==> src/rtl/i2cs_pkg.sv <==
package i2cs_pkg;
  localparam int BYTE_W = 8;

  typedef enum logic [2:0] {
    S_IDLE, S_ADDR, S_ACKA, S_WR, S_ACKW, S_RD, S_RACK, S_IGN
  } st_e;
endpackage

==> src/rtl/i2cs_sync.sv <==
module i2cs_sync #(
  parameter int LANES  = 2,
  parameter int STAGES = 2
) (
  input  logic             clk,
  input  logic             rst_n,
  input  logic [LANES-1:0] din,
  output logic [LANES-1:0] lvl,
  output logic [LANES-1:0] rise,
  output logic [LANES-1:0] fall
);
  for (genvar g = 0; g < LANES; g++) begin : g_lane
    logic [STAGES:0] sh;
    always_ff @(posedge clk) begin
      if (!rst_n) sh <= '1;
      else        sh <= {sh[STAGES-1:0], din[g]};
    end
    assign lvl[g]  = sh[STAGES-1];
    assign rise[g] = sh[STAGES-1] & ~sh[STAGES];
    assign fall[g] = ~sh[STAGES-1] & sh[STAGES];
  end
endmodule

==> src/rtl/i2cs_regs.sv <==
module i2cs_regs
  import i2cs_pkg::*;
#(
  parameter int NREG = 4,
  localparam int PW  = $clog2(NREG)
) (
  input  logic              clk,
  input  logic              rst_n,
  input  logic              we,
  input  logic [PW-1:0]     waddr,
  input  logic [BYTE_W-1:0] wdata,
  input  logic [PW-1:0]     raddr,
  output logic [BYTE_W-1:0] rdata
);
  logic [BYTE_W-1:0] bank [NREG];

  for (genvar g = 0; g < NREG; g++) begin : g_reg
    always_ff @(posedge clk) begin
      if (!rst_n)                          bank[g] <= '0;
      else if (we && waddr == PW'(g))      bank[g] <= wdata;
    end
  end

  assign rdata = bank[raddr];

  AST_SINGLE_WRITE: assert property (@(posedge clk) disable iff (!rst_n)
    we |=> !we);
endmodule

==> src/rtl/i2cs_core.sv <==
module i2cs_core
  import i2cs_pkg::*;
#(
  parameter logic [6:0] SLV_ADDR = 7'h2A,
  parameter int NREG = 4,
  localparam int PW  = $clog2(NREG)
) (
  input  logic              clk,
  input  logic              rst_n,
  input  logic              scl_lvl,
  input  logic              scl_rise,
  input  logic              scl_fall,
  input  logic              sda_lvl,
  input  logic              sda_rise,
  input  logic              sda_fall,
  input  logic              rdy,
  input  logic [BYTE_W-1:0] rdata,
  output logic [PW-1:0]     raddr,
  output logic              we,
  output logic [PW-1:0]     waddr,
  output logic [BYTE_W-1:0] wdata,
  output logic              sda_pull,
  output logic              scl_pull
);
  localparam logic [PW-1:0] LAST = PW'(NREG - 1);

  st_e               st;
  logic [2:0]        bitc;
  logic [BYTE_W-1:0] sr, tx;
  logic [PW-1:0]     ptr;
  logic              rw, got, need_ptr, nack;
  logic              start_ev, stop_ev, engaged;

  assign start_ev = scl_lvl & sda_fall;
  assign stop_ev  = scl_lvl & sda_rise;
  assign engaged  = st inside {S_ACKA, S_WR, S_ACKW, S_RD, S_RACK};
  assign raddr    = ptr;

  function automatic logic [PW-1:0] step(input logic [PW-1:0] p);
    return (p == LAST) ? '0 : p + 1'b1;
  endfunction

  always_ff @(posedge clk) begin
    if (!rst_n) begin
      st <= S_IDLE; bitc <= '0; sr <= '0; tx <= '0; ptr <= '0;
      rw <= 1'b0; got <= 1'b0; need_ptr <= 1'b0; nack <= 1'b0;
      sda_pull <= 1'b0; we <= 1'b0; waddr <= '0; wdata <= '0;
    end else begin
      we <= 1'b0;
      if (start_ev) begin
        st <= S_ADDR; bitc <= '0; got <= 1'b0; sda_pull <= 1'b0;
      end else if (stop_ev) begin
        st <= S_IDLE; got <= 1'b0; sda_pull <= 1'b0;
      end else begin
        case (st)
          S_ADDR, S_WR: begin
            if (scl_rise) begin
              sr   <= {sr[BYTE_W-2:0], sda_lvl};
              bitc <= bitc + 1'b1;
              if (bitc == 3'd7) got <= 1'b1;
            end else if (scl_fall && got) begin
              got  <= 1'b0;
              bitc <= '0;
              if (st == S_ADDR) begin
                if (sr[7:1] == SLV_ADDR) begin
                  st <= S_ACKA; sda_pull <= 1'b1;
                  rw <= sr[0]; need_ptr <= ~sr[0];
                end else begin
                  st <= S_IGN;
                end
              end else begin
                st <= S_ACKW; sda_pull <= 1'b1;
                if (need_ptr) begin
                  ptr <= sr[PW-1:0]; need_ptr <= 1'b0;
                end else begin
                  we <= 1'b1; waddr <= ptr; wdata <= sr; ptr <= step(ptr);
                end
              end
            end
          end
          S_ACKA: if (scl_fall) begin
            bitc <= '0;
            if (rw) begin
              st <= S_RD; tx <= rdata; sda_pull <= ~rdata[BYTE_W-1];
              ptr <= step(ptr);
            end else begin
              st <= S_WR; sda_pull <= 1'b0;
            end
          end
          S_ACKW: if (scl_fall) begin
            st <= S_WR; sda_pull <= 1'b0; bitc <= '0;
          end
          S_RD: if (scl_fall) begin
            if (bitc == 3'd7) begin
              st <= S_RACK; sda_pull <= 1'b0;
            end else begin
              bitc <= bitc + 1'b1;
              tx <= tx << 1;
              sda_pull <= ~tx[BYTE_W-2];
            end
          end
          S_RACK: begin
            if (scl_rise) nack <= sda_lvl;
            else if (scl_fall) begin
              if (nack) st <= S_IGN;
              else begin
                st <= S_RD; tx <= rdata; sda_pull <= ~rdata[BYTE_W-1];
                ptr <= step(ptr); bitc <= '0;
              end
            end
          end
          default: ;
        endcase
      end
    end
  end

  always_ff @(posedge clk) begin
    if (!rst_n)                   scl_pull <= 1'b0;
    else if (start_ev || stop_ev) scl_pull <= 1'b0;
    else if (rdy)                 scl_pull <= 1'b0;
    else if (scl_fall && engaged) scl_pull <= 1'b1;
  end

  AST_STRETCH_HOLD: assert property (@(posedge clk) disable iff (!rst_n)
    (scl_pull && !rdy && !start_ev && !stop_ev) |=> scl_pull);
  AST_STRETCH_CAUSE: assert property (@(posedge clk) disable iff (!rst_n)
    $rose(scl_pull) |-> !$past(rdy));
  AST_QUIET_UNSELECTED: assert property (@(posedge clk) disable iff (!rst_n)
    (st == S_IDLE || st == S_IGN) |-> !sda_pull);
  AST_START_REARMS: assert property (@(posedge clk) disable iff (!rst_n)
    start_ev |=> (st == S_ADDR));
  AST_MISMATCH_SILENT: assert property (@(posedge clk) disable iff (!rst_n)
    (st == S_ADDR && scl_fall && got && sr[7:1] != SLV_ADDR && !start_ev && !stop_ev)
      |=> (st == S_IGN && !sda_pull));
endmodule

==> src/rtl/i2c_reg_slave.sv <==
module i2c_reg_slave
  import i2cs_pkg::*;
#(
  parameter logic [6:0] SLV_ADDR = 7'h2A,
  parameter int NREG = 4
) (
  input  logic clk,
  input  logic rst_n,
  input  logic scl_i,
  input  logic sda_i,
  input  logic rdy_i,
  output logic scl_pull_o,
  output logic sda_pull_o
);
  localparam int PW = $clog2(NREG);

  logic [1:0]        lvl, rise, fall;
  logic              we;
  logic [PW-1:0]     waddr, raddr;
  logic [BYTE_W-1:0] wdata, rdata;

  i2cs_sync #(.LANES(2), .STAGES(2)) u_sync (
    .clk(clk), .rst_n(rst_n), .din({sda_i, scl_i}),
    .lvl(lvl), .rise(rise), .fall(fall)
  );

  i2cs_core #(.SLV_ADDR(SLV_ADDR), .NREG(NREG)) u_core (
    .clk(clk), .rst_n(rst_n),
    .scl_lvl(lvl[0]), .scl_rise(rise[0]), .scl_fall(fall[0]),
    .sda_lvl(lvl[1]), .sda_rise(rise[1]), .sda_fall(fall[1]),
    .rdy(rdy_i), .rdata(rdata), .raddr(raddr),
    .we(we), .waddr(waddr), .wdata(wdata),
    .sda_pull(sda_pull_o), .scl_pull(scl_pull_o)
  );

  i2cs_regs #(.NREG(NREG)) u_regs (
    .clk(clk), .rst_n(rst_n), .we(we), .waddr(waddr), .wdata(wdata),
    .raddr(raddr), .rdata(rdata)
  );
endmodule

==> config.mk <==
export PLATFORM = sky130hd
export DESIGN_NAME = i2c_reg_slave
export DESIGN_NICKNAME = d
export VERILOG_FILES = /design/src/rtl/i2cs_pkg.sv /design/src/rtl/i2cs_sync.sv /design/src/rtl/i2cs_regs.sv /design/src/rtl/i2cs_core.sv /design/src/rtl/i2c_reg_slave.sv
export SDC_FILE = /design/constraint.sdc
export NUM_CORES = 1
export LEC_CHECK = 0
export ABC_AREA = 1
export ABC_CLOCK_PERIOD_IN_PS = 1500
export BUFFER_PORTS_ARGS = -buffer_cell sky130_fd_sc_hd__buf_2
export CORE_AREA = 2 2 94 78
export CTS_BUF_LIST = sky130_fd_sc_hd__clkbuf_16
export CTS_CLUSTER_DIAMETER = 40
export DETAILED_ROUTE_END_ITERATION = 16
export DIE_AREA = 0 0 96 80
export PLACE_DENSITY_LB_ADDON = 0.1
export RECOVER_POWER = 50
export SLEW_MARGIN = 20
export SYNTH_ARGS = -nofsm -noshare
export SYNTH_HDL_FRONTEND = slang
export SYNTH_SLANG_ARGS = --single-unit
==> constraint.sdc <==
create_clock -name clk -period 1.5 [get_ports clk]
set_input_delay 0.3 -clock clk [delete_from_list [all_inputs] [get_ports clk]]
set_output_delay 0.3 -clock clk [all_outputs]
set_load 0.005 [all_outputs]
==> reports/results.txt, run 1 <==
Status = finished clean
Largest area contributor in the netlist = dfxtp_1
DP Area = 3940 um^2
Antenna violations before repair = 0
DR vias/cell = 5.20
Critical Path RT = 1.73 ns
Post-layout net count = 512
Dpl ws = 0.000538 ns
Die Height = 80 um
DR WL/cell = 14.0 um
Synth top area cells = dfxtp_1, edfxtp_1, nor2_1
Effective utilization at floorplan = 54.4%
CP Cell Sequence = buf_4 > nand2_4 > inv_2 > nand3_1 > o21ai_2 > nor2_4 > nand2_2 > nor2_1 > nor2_1
Final Setup Violations = 0
Critical path's most frequent cell = nor2_1
Total track usage = 23.3%
CORE AREA = 6720 um^2
Post-synth top area share = 26.3%
Worst hold stages = 2
Most common cell in the netlist = nor2_1
Simple-Gate Fraction of Synth Area = 27.4%
Arr. time, crit path = 1.68 ns
Largest delay contributor family on the critical path = simple AND/OR/NAND/NOR gates
Ports = 7
Cell Area, Synth = 3660 um^2
H-tree depth = 3
Critical Path Start Type = register
Die area = 7680 um^2
Detailed-route DRC error count = 0
Xor/xnor cell area share of the yosys netlist = 0%
Number of port buffers = 6
Peak supply drop = 0.000878 V
Site Rows = 27
Async SR Flop Fraction = 0%
Crit path buf inv count = 2
Slowest CP cell = dfxtp_1
Clock-pin slew on the worst setup and hold paths = 0.06 ns
Synth cell count leaders = nor2_1, nand2_1, o21ai_0
Synthesis Warnings = 0
GP Congestion = 0.949
Post-Synthesis Cells = 470
Flop2flop setup slack = 0.05 ns
Final worst path period need = 1.45 ns
Root cell of the clock tree = clkbuf_16
Post-DP HPWL = 5820 um
Critical Path Fanout Max = 10
Critical Path End Type = register
Clock Skew = 0.00381 ns
Die X-Extent = 96 um
Post-synth EDFFs = 32
R2R depth = 9
Leakage Power = 1.82 nW
Synth Flop Type = dfxtp_1
Via count = 3102
Congestion Overflow GR = 0
Avg Cell Area, Syn = 7.78 um^2
Mux cell area share after synthesis = 0%
CTS tree = done
Ant diodes = 0
Antenna Violating Nets Remaining = 0
Max-cap viol count = 0
Power per cell area = 1570 nW/um^2
Reg-to-reg startpoint = u_core.st[1]$_SDFFE_PP0P_
Syn nets = 478
Number of global-route vias before repair = 2867
Tot Pwr = 6.88 mW
Unrepaired setup endpoints after global routing = true
Fmax = 690 MHz
Number of CTS-inserted buffers = 9
Register area share after synthesis = 52.5%
Final Max Tran Viols = 0
Hold wc startpoint = rdy_i
DR iter-0 viols = 178
Synth Area in Compound Gates = 12.0%
Clock latency on the worst-skew pair = 0.33 ns
Largest family of logic cells by synthesized area = simple AND/OR/NAND/NOR gates
Worst slew margin = 68.6%
Final core occ = 65.2%
Syn-to-layout area delta = 19.8%
Final wirelength = 8340 um
Worst-Margin Slew = 0.470 ns
#FFs+latches synth = 80
Fin area = 4380 um^2
R2r endpoint = u_core.tx[2]$_SDFFE_PN0P_
Levels on crit path = 9
Clock tree sinks = 80
Final hold violation count = 0
Critical path type = register to register
Unique masters post-synth = 28
Layout cells sized above 1 = 19.1%
Worst min-delay path class = input pin to register
Final Cycle Share = 96.7%
Hold Path Sink = u_core.scl_pull$_SDFFE_PP0P_
1st-pass router iterations = 5
Final WS setup = 0.0499 ns
First-pass GRT wire length = 13300 um
Largest net degree at the start of global routing = 21
Synth Area in Adders = 1.03%
Max Root-Sink Buffers = 2
Hold_buf cts = 0
Max incr delay on CP = 0.32 ns
-- cell usage in the layout (no fill, tap or decap), drive strengths merged, types with 4 or more instances in the layout --
cell,instances
dfxtp,48
nand2,92
o21ai,53
or2,4
a21oi,31
nand3,25
edfxtp,32
buf,35
clkbuf,11
inv,47
nand4,4
nor3,4
nor2,110
-- how the worst max path moves through the flow --
stage	start	end	slack, ns
2_1_floorplan	u_core.bitc[0]$_SDFFE_PP0P_	u_core.bitc[0]$_SDFFE_PP0P_	0.06
3_3_place_gp	u_core.st[2]$_SDFFE_PP0P_	u_core.tx[4]$_SDFFE_PN0P_	-0.01
3_5_place_dp	u_core.st[2]$_SDFFE_PP0P_	u_core.wdata[1]$_SDFFE_PN0P_	0.0005
4_1_cts	u_sync.g_lane[0].sh[1]$_SDFF_PN1_	u_core.bitc[1]$_SDFFE_PP0P_	0.01
5_1_grt	u_core.st[1]$_SDFFE_PP0P_	u_core.tx[1]$_SDFFE_PN0P_	-0.05
6_report	u_core.st[1]$_SDFFE_PP0P_	u_core.tx[2]$_SDFFE_PN0P_	0.05
-- through the flow --
| stage | TNS (ns) | hold slack [ns] | cells |
|---|---|---|---|
| 2_1_floorplan | 0 | 0.378 | 470 |
| 3_3_place_gp | -0.0547 | 0.403 | 576 |
| 5_1_grt | -0.413 | 0.129 | 596 |
| 3_5_place_dp | 0 | 0.408 | 576 |
| 6_report | 0 | 0.133 | 596 |
| 4_1_cts | 0 | 0.125 | 592 |
-- where the power goes --
group / switching (mW) / total (mW) / internal, mW
clock network: 0.837 / 2.11 / 1.27
logic: 1.30 / 2.13 / 0.831
registers: 0.141 / 2.64 / 2.49
-- cell families after synthesis --
logic type | Yosys count
simple gates | 239
fa+ha+maj | 3
buf+inv | 62
flops | 80
compound gates | 86
-- sequential cells by signal, summed over array words and instances (netlist names), named ones only --
register,count
u_regs.bank,32
u_core.sr,8
u_core.wdata,8
u_core.tx,7
u_sync.g_lane.sh,6
u_core.bitc,3
u_core.st,3
u_core.raddr,2
u_core.waddr,2
u_core.got,1
u_core.nack,1
u_core.need_ptr,1
u_core.rw,1
u_core.scl_pull,1
u_core.sda_pull,1
u_core.we,1
-- cell type report --
class / instances / area (um^2)
well taps: 87 / 109
clock buffers: 9 / 225
repair buffers: 37 / 284
flip-flops and latches: 80 / 1930
inverters: 46 / 183
repair inverters: 1 / 7.51
fillers: 592 / 2340
multi-input cells: 329 / 1580
clock inverters: 7 / 60.1
-- worst reg2reg max path, delay by kind of cell (launching register included) --
family / cells / cell delay [ns]
and+or+nand+nor: 6 / 0.69
AOI/OAI and AO/OA: 1 / 0.09
DFF: 1 / 0.32
buffers and inverters: 2 / 0.24
-- timing repair --
| item | in CTS | in global routing |
|---|---|---|
| pin swaps | 0 | 7 |
| setup endpoints to repair | 8 | 33 |
| cloned | 0 | 2 |
| buffers inserted | 0 | 2 |
| resized for setup | 3 | 43 |
-- per-layer routing --
| layer | vias up | GRT usage [%] | wire [um] |
|---|---|---|---|
| met5 | - | 0 | 0 |
| li1 | 1592 | - | - |
| met2 | 98 | 35.9 | 3740 |
| met4 | 0 | 8.14 | 136 |
| met3 | 12 | 6.42 | 550 |
| met1 | 1400 | 31.4 | 3920 |
No activity file was read; power rests on OpenSTA's default activity.
==> inputs of run 2 (changes only) <==
--- a/config.mk
+++ b/config.mk
@@ -13,8 +13,11 @@
 export CTS_CLUSTER_DIAMETER = 40
 export DETAILED_ROUTE_END_ITERATION = 16
 export DIE_AREA = 0 0 96 80
+export MAX_ROUTING_LAYER = met4
 export PLACE_DENSITY_LB_ADDON = 0.1
 export RECOVER_POWER = 50
+export REMOVE_ABC_BUFFERS = 1
+export SKIP_CTS_REPAIR_TIMING = 1
 export SLEW_MARGIN = 20
 export SYNTH_ARGS = -nofsm -noshare
 export SYNTH_HDL_FRONTEND = slang
==> run 2 against run 1 <==
Maximum frequency decreased by 0.52%; sequential power hardly changed; worst setup slack got worse by 0.0075 ns; final area is 1.6% higher; critical path depth rose by 1; worst hold slack got worse by 0.013 ns; clock skew rose by 0.0021 ns; die area stayed put; sequential cell count did not move; non-clock buffer count shrank 2; critical path type unchanged; largest cell class unchanged; highest routed layer unchanged.
==> reports/results.txt, run 2 (synthesis gave the netlist of run 1 again) <==
Congestion Overflow GR = 0 (unchanged)
DR WL/cell = 14.3 um (+2.3%)
Syn-to-layout area delta = 21.6%
Clock latency on the worst-skew pair = 0.33 ns (about the same)
Most common cell after layout, fill and taps aside = nor2_1
Peak supply drop = 0.000613 V (-30%)
Crit path buf inv count = 2 (unchanged)
Worst min-delay path class = input pin to register
Fmax = 686 MHz (-0.52%)
Site Rows = 27 (unchanged)
Multi-input gate area = 1630 um^2 (+2.9%)
Total track usage = 25.1% (+1.8 points)
Layout cells sized above 1 = 18.8% (-0.28 points)
Power per cell area = 1610 nW/um^2 (+2.9%)
Die Height = 80 um (unchanged)
Clock Skew = 0.00589 ns (+0.00208 ns)
DR vias/cell = 5.26 (+1.1%)
Max reg flops = 32 (unchanged)
Critical path type = register to register
Fill count = 572 (-3.4%)
Antenna Violating Nets Remaining = 0 (unchanged)
H-tree depth = 3 (unchanged)
Die X-Extent = 96 um (unchanged)
Number of port buffers = 6 (unchanged)
1st-pass router iterations = 7 (+2)
Post-DP HPWL = 5800 um (-0.39%)
Final worst path period need = 1.46 ns (+0.00754 ns)
Final wirelength = 8490 um (+1.8%)
Hold slack = 0.121 ns (-0.0126 ns)
Ant diodes = 0 (unchanged)
Detailed-route DRC error count = 0 (unchanged)
Critical Path Start Type = register
Max incr delay on CP = 0.40 ns (+0.08 ns)
First-pass GRT wire length = 14200 um (+6.6%)
Largest delay contributor family on the critical path = simple AND/OR/NAND/NOR gates
Critical Path RT = 1.73 ns (about the same)
CP Cell Sequence = nand2_2 > nor2_4 > inv_2 > o21ai_2 > nor2_4 > buf_6 > nand2_4 > nand2_1 > nand2_1 > nor2_1
Max Root-Sink Buffers = 2 (unchanged)
Dpl ws = -0.144 ns (-0.144 ns)
Largest Register = u_regs.bank
CTS tree = done
Critical Path End Type = register
Status = finished clean
Clock tree sinks = 80 (unchanged)
Via count = 3121 (+0.61%)
Reg area = 1940 um^2 (about the same)
Effective utilization at floorplan = 54.4% (unchanged)
Unrepaired setup endpoints after global routing = true
Worst-Margin Slew = 0.445 ns (-0.0251 ns)
Root cell of the clock tree = clkbuf_16
Number of global-route vias before repair = 2935 (+2.4%)
Final WS setup = 0.0424 ns (-0.00754 ns)
Clock-pin slew on the worst setup and hold paths = 0.06 ns (about the same)
Leakage Power = 1.86 nW (+2.5%)
Arr. time, crit path = 1.68 ns (about the same)
CORE AREA = 6720 um^2 (unchanged)
Post-layout net count = 509 (-0.59%)
Largest regs = u_regs.bank: 32 flops, u_core.sr: 8 flops, u_core.wdata: 8 flops
DR iter-0 viols = 221 (+24%)
Final hold violation count = 0 (unchanged)
Largest net degree at the start of global routing = 22 (+4.8%)
Antenna violations before repair = 0 (unchanged)
Number of CTS-inserted buffers = 9 (unchanged)
Slowest CP cell = dfxtp_4
Final Cycle Share = 97.2% (+0.50 points)
Final Max Tran Viols = 0 (unchanged)
Worst slew margin = 70.3% (+1.7 points)
Commonest cells after routing, fill and taps aside = nor2_1, nand2_1, o21ai_0
GP Congestion = 0.963 (+1.4%)
Final Setup Violations = 0 (unchanged)
Die area = 7680 um^2 (unchanged)
Ports = 7 (unchanged)
Critical Path Fanout Max = 8 (-2)
Max-cap viol count = 0 (unchanged)
[run 2: cell count changes in the layout (fill, tap and decap cells not counted), sizes merged]
cell	delta
buf	-2
bufinv	-1
clkbuf	+3
clkinvlp	-3
[run 2: area by class of cell]
type                            instances  share of cell area, %
Inverter                               46                   3.99
Clock buffer                           12                   6.75
Tap cell                               87                   2.45
Clock inverter                          4                  0.618
Timing Repair Buffer                   35                   6.18
Multi-Input combinational cell        329                   36.5
Sequential cell                        80                   43.5
[run 2: worst register-to-register path, cell delays in order, from the launching register on]
cell and delay [ns]:
dfxtp_4 0.40, nand2_2 0.09, nor2_4 0.20, inv_2 0.06, o21ai_2 0.17, nor2_4 0.07, buf_6 0.12, nand2_4 0.08
nand2_1 0.06, nand2_1 0.06, nor2_1 0.04
[run 2: metal layers]
layer	vias to the layer above	track usage, %	part of all wire [%]
li1	1591	-	-
met1	1457	35.5	50
met2	66	36.4	45
met3	7	4.91	4.2
met4	0	7.71	0.89
met5	-	-	0
[run 2: final timing paths]
kind	cells after the start	slack (ns)	end	start
setup / recovery	10	0.04	u_core.tx[5]$_SDFFE_PN0P_	u_core.st[2]$_SDFFE_PP0P_
hold / removal	2	0.12	u_core.scl_pull$_SDFFE_PP0P_	rdy_i
setup reg to reg	10	0.04	u_core.tx[5]$_SDFFE_PN0P_	u_core.st[2]$_SDFFE_PP0P_
hold reg to reg	1	0.42	u_sync.g_lane[0].sh[1]$_SDFF_PN1_	u_sync.g_lane[0].sh[0]$_SDFF_PN1_
[run 2: where the power goes]
group	internal, mW	leakage, nW	switching, mW
Clock	1.43	0.163	0.890
Combinational	0.845	0.977	1.35
Sequential	2.50	0.722	0.170
[run 2: metrics by stage]
step / cells / setup TNS, ns / utilization, % / total power [mW] / area (um^2)
final: 593 / 0 / 66.2 / 7.19 / 4450
after global routing: 593 / -0.136 / 66.2 / 7.64 / 4450
after CTS: 591 / -1.99 / 63.6 / 6.83 / 4270
after detailed placement: 575 / -1.52 / 58.7 / 4.52 / 3950
after global placement: 575 / -0.533 / 58.7 / 4.48 / 3950
after floorplan: 454 / -0.795 / - / 3.93 / 3570
==> inputs of run 3 (changes only) <==
--- a/config.mk
+++ b/config.mk
@@ -6,13 +6,12 @@
 export NUM_CORES = 1
 export LEC_CHECK = 0
 export ABC_AREA = 1
-export ABC_CLOCK_PERIOD_IN_PS = 1500
+export ABC_CLOCK_PERIOD_IN_PS = 1700
 export BUFFER_PORTS_ARGS = -buffer_cell sky130_fd_sc_hd__buf_2
-export CORE_AREA = 2 2 94 78
-export CTS_BUF_LIST = sky130_fd_sc_hd__clkbuf_16
+export CORE_AREA = 2 2 87 73
 export CTS_CLUSTER_DIAMETER = 40
 export DETAILED_ROUTE_END_ITERATION = 16
-export DIE_AREA = 0 0 96 80
+export DIE_AREA = 0 0 89 75
 export MAX_ROUTING_LAYER = met4
 export PLACE_DENSITY_LB_ADDON = 0.1
 export RECOVER_POWER = 50
==> constraint.sdc (replaced) <==
create_clock -name clk -period 1.7 [get_ports clk]
set_input_delay 0.34 -clock clk [delete_from_list [all_inputs] [get_ports clk]]
set_output_delay 0.34 -clock clk [all_outputs]
set_load 0.005 [all_outputs]
==> run 3 against run 2 <==
Non-clock buffer count shrank 16; combinational power shrank 28%; register-to-register slack gained 0.098 ns; worst setup slack gained 0.098 ns; clock-buffer cell count is the same; final area shrank 10%; sequential power shrank 14%; sequential share of layout area grew 4.8 points; final cell count shrank 3.9%; critical endpoint is now u_core.waddr[0]$_SDFFE_PN0P_; highest routed layer unchanged.
==> reports/results.txt, run 3 (synthesis gave the netlist of run 1 again) <==
DP Area = 3800 um^2 (-3.7%)
DR WL/cell = 13.6 um (-5.2%)
Site Rows = 25 (-7.4%)
Antenna violations before repair = 0 (unchanged)
Power per cell area = 1300 nW/um^2 (-19%)
Critical Path End Type = register
CTS tree = done
CP Cell Sequence = inv_2 > nor2_4 > nand3_1 > inv_1 > nand3b_1 > buf_4 > o21ai_0 > a21oi_1
Antenna Violating Nets Remaining = 0 (unchanged)
Ant diodes = 0 (unchanged)
Critical Path Start Type = register
Flop2flop setup slack = 0.14 ns (+0.10 ns)
Total track usage = 26.3% (+1.2 points)
Clock Skew = 0.00960 ns (+0.00371 ns)
Max Root-Sink Buffers = 2 (unchanged)
Max incr delay on CP = 0.43 ns (+0.03 ns)
Effective utilization at floorplan = 63.6% (+9.1 points)
Syn-to-layout area delta = 8.96%
Congestion Overflow GR = 0 (unchanged)
Final Max Tran Viols = 0 (unchanged)
Largest regs = u_regs.bank: 32 flops, u_core.sr: 8 flops, u_core.wdata: 8 flops
Final core occ = 69.3% (+3.1 points)
Peak supply drop = 0.000809 V (+32%)
GP Congestion = 0.958 (-0.48%)
Final Setup Violations = 0 (unchanged)
Commonest cells after routing, fill and taps aside = nor2_1, nand2_1, o21ai_0
Critical Path Fanout Max = 21 (+13)
DR iter-0 viols = 309 (+40%)
Worst slew margin = 46.2% (-24 points)
Int Power = 3.36 mW (-30%)
Switching Fraction = 35.2% (+1.6 points)
Root cell of the clock tree = clkbuf_8
DR vias/cell = 5.35 (+1.7%)
Worst-Margin Slew = 0.806 ns (+0.361 ns)
Clk pwr share = 25.1% (-7.2 points)
Clock tree sinks = 80 (unchanged)
Seq pwr share = 44.4% (+7.3 points)
Die Height = 75 um (-6.3%)
First-pass GRT wire length = 12600 um (-11%)
Setup TNS = 0 ns (unchanged)
Number of CTS-inserted buffers = 9 (unchanged)
Number of port buffers = 6 (unchanged)
Detailed-route DRC error count = 0 (unchanged)
Final Cycle Share = 91.7% (-5.4 points)
Most common cell after layout, fill and taps aside = nor2_1
Ports = 7 (unchanged)
Largest Register = u_regs.bank
Number of global-route vias before repair = 2640 (-10%)
Critical Path RT = 1.94 ns (+0.21 ns)
Die X-Extent = 89 um (-7.3%)
Clock-pin slew on the worst setup and hold paths = 0.08 ns (+0.02 ns)
Slowest CP cell = dfxtp_1
Max-cap viol count = 0 (unchanged)
H-tree depth = 3 (unchanged)
Clock latency on the worst-skew pair = 0.35 ns (+0.02 ns)
Crit path buf inv count = 3 (+1)
Final hold violation count = 0 (unchanged)
Fmax = 641 MHz (-6.5%)
Largest delay contributor family on the critical path = buffers and inverters
Status = finished clean
Hold slack = 0.162 ns (+0.0416 ns)
Final wirelength = 7740 um (-8.9%)
Post-layout net count = 492 (-3.3%)
Final worst path period need = 1.56 ns (+0.102 ns)
Worst min-delay path class = input pin to register
Layout cells sized above 1 = 10.4% (-8.3 points)
Fin area = 3990 um^2 (-10%)
Combinational power share = 30.5% (about the same)
Die area = 6680 um^2 (-13%)
Leakage Power = 1.66 nW (-11%)
Max reg flops = 32 (unchanged)
CORE AREA = 5760 um^2 (-14%)
Sw power = 1.82 mW (-24%)
Critical path type = register to register
Arr. time, crit path = 1.80 ns (+0.12 ns)
Post-DP HPWL = 5520 um (-4.8%)
Largest net degree at the start of global routing = 22 (unchanged)
1st-pass router iterations = 5 (-2)
Via count = 3051 (-2.2%)
run 3: stage by stage:
stage	total power, mW	cells	worst slack, ns
2_1_floorplan	3.46	454	0.120
3_3_place_gp	3.83	554	0.174
3_5_place_dp	3.87	554	0.102
4_1_cts	5.15	570	0.0852
5_1_grt	5.57	570	-0.00448
6_report	5.19	570	0.141
run 3: metal layers:
metal / vias up / wire length [um] / global-route usage, %
li1: 1547 / - / -
met2: 97 / 3340 / 37.2
met1: 1395 / 3820 / 37.0
met5: - / 0 / -
met4: 0 / 77 / 6.30
met3: 12 / 497 / 8.66
run 3: final timing paths:
check	start	to	cells after the start
setup reg to reg	u_core.st[0]$_SDFFE_PN0P_	u_core.waddr[0]$_SDFFE_PN0P_	8
hold / removal	rdy_i	u_core.scl_pull$_SDFFE_PP0P_	2
hold reg to reg	u_sync.g_lane[0].sh[0]$_SDFF_PN1_	u_sync.g_lane[0].sh[1]$_SDFF_PN1_	1
setup / recovery	u_core.st[0]$_SDFFE_PN0P_	u_core.waddr[0]$_SDFFE_PN0P_	8
run 3: power groups by stage:
stage | Combinational, mW | Sequential, mW | Clock [mW]
2_1_floorplan | 1.11 | 2.35 | 0
3_3_place_gp | 1.50 | 2.33 | 0
3_5_place_dp | 1.53 | 2.34 | 0
4_1_cts | 1.54 | 2.30 | 1.32
5_1_grt | 1.83 | 2.33 | 1.41
6_report | 1.58 | 2.30 | 1.30
run 3: layout make-up:
type | instances | area, um^2
flip-flops and latches | 80 | 1920
fillers | 495 | 1770
multi-input cells | 328 | 1490
inverters | 46 | 173
clock buffers | 12 | 156
repair buffers | 19 | 114
well taps | 81 | 101
clock inverters | 4 | 26.3
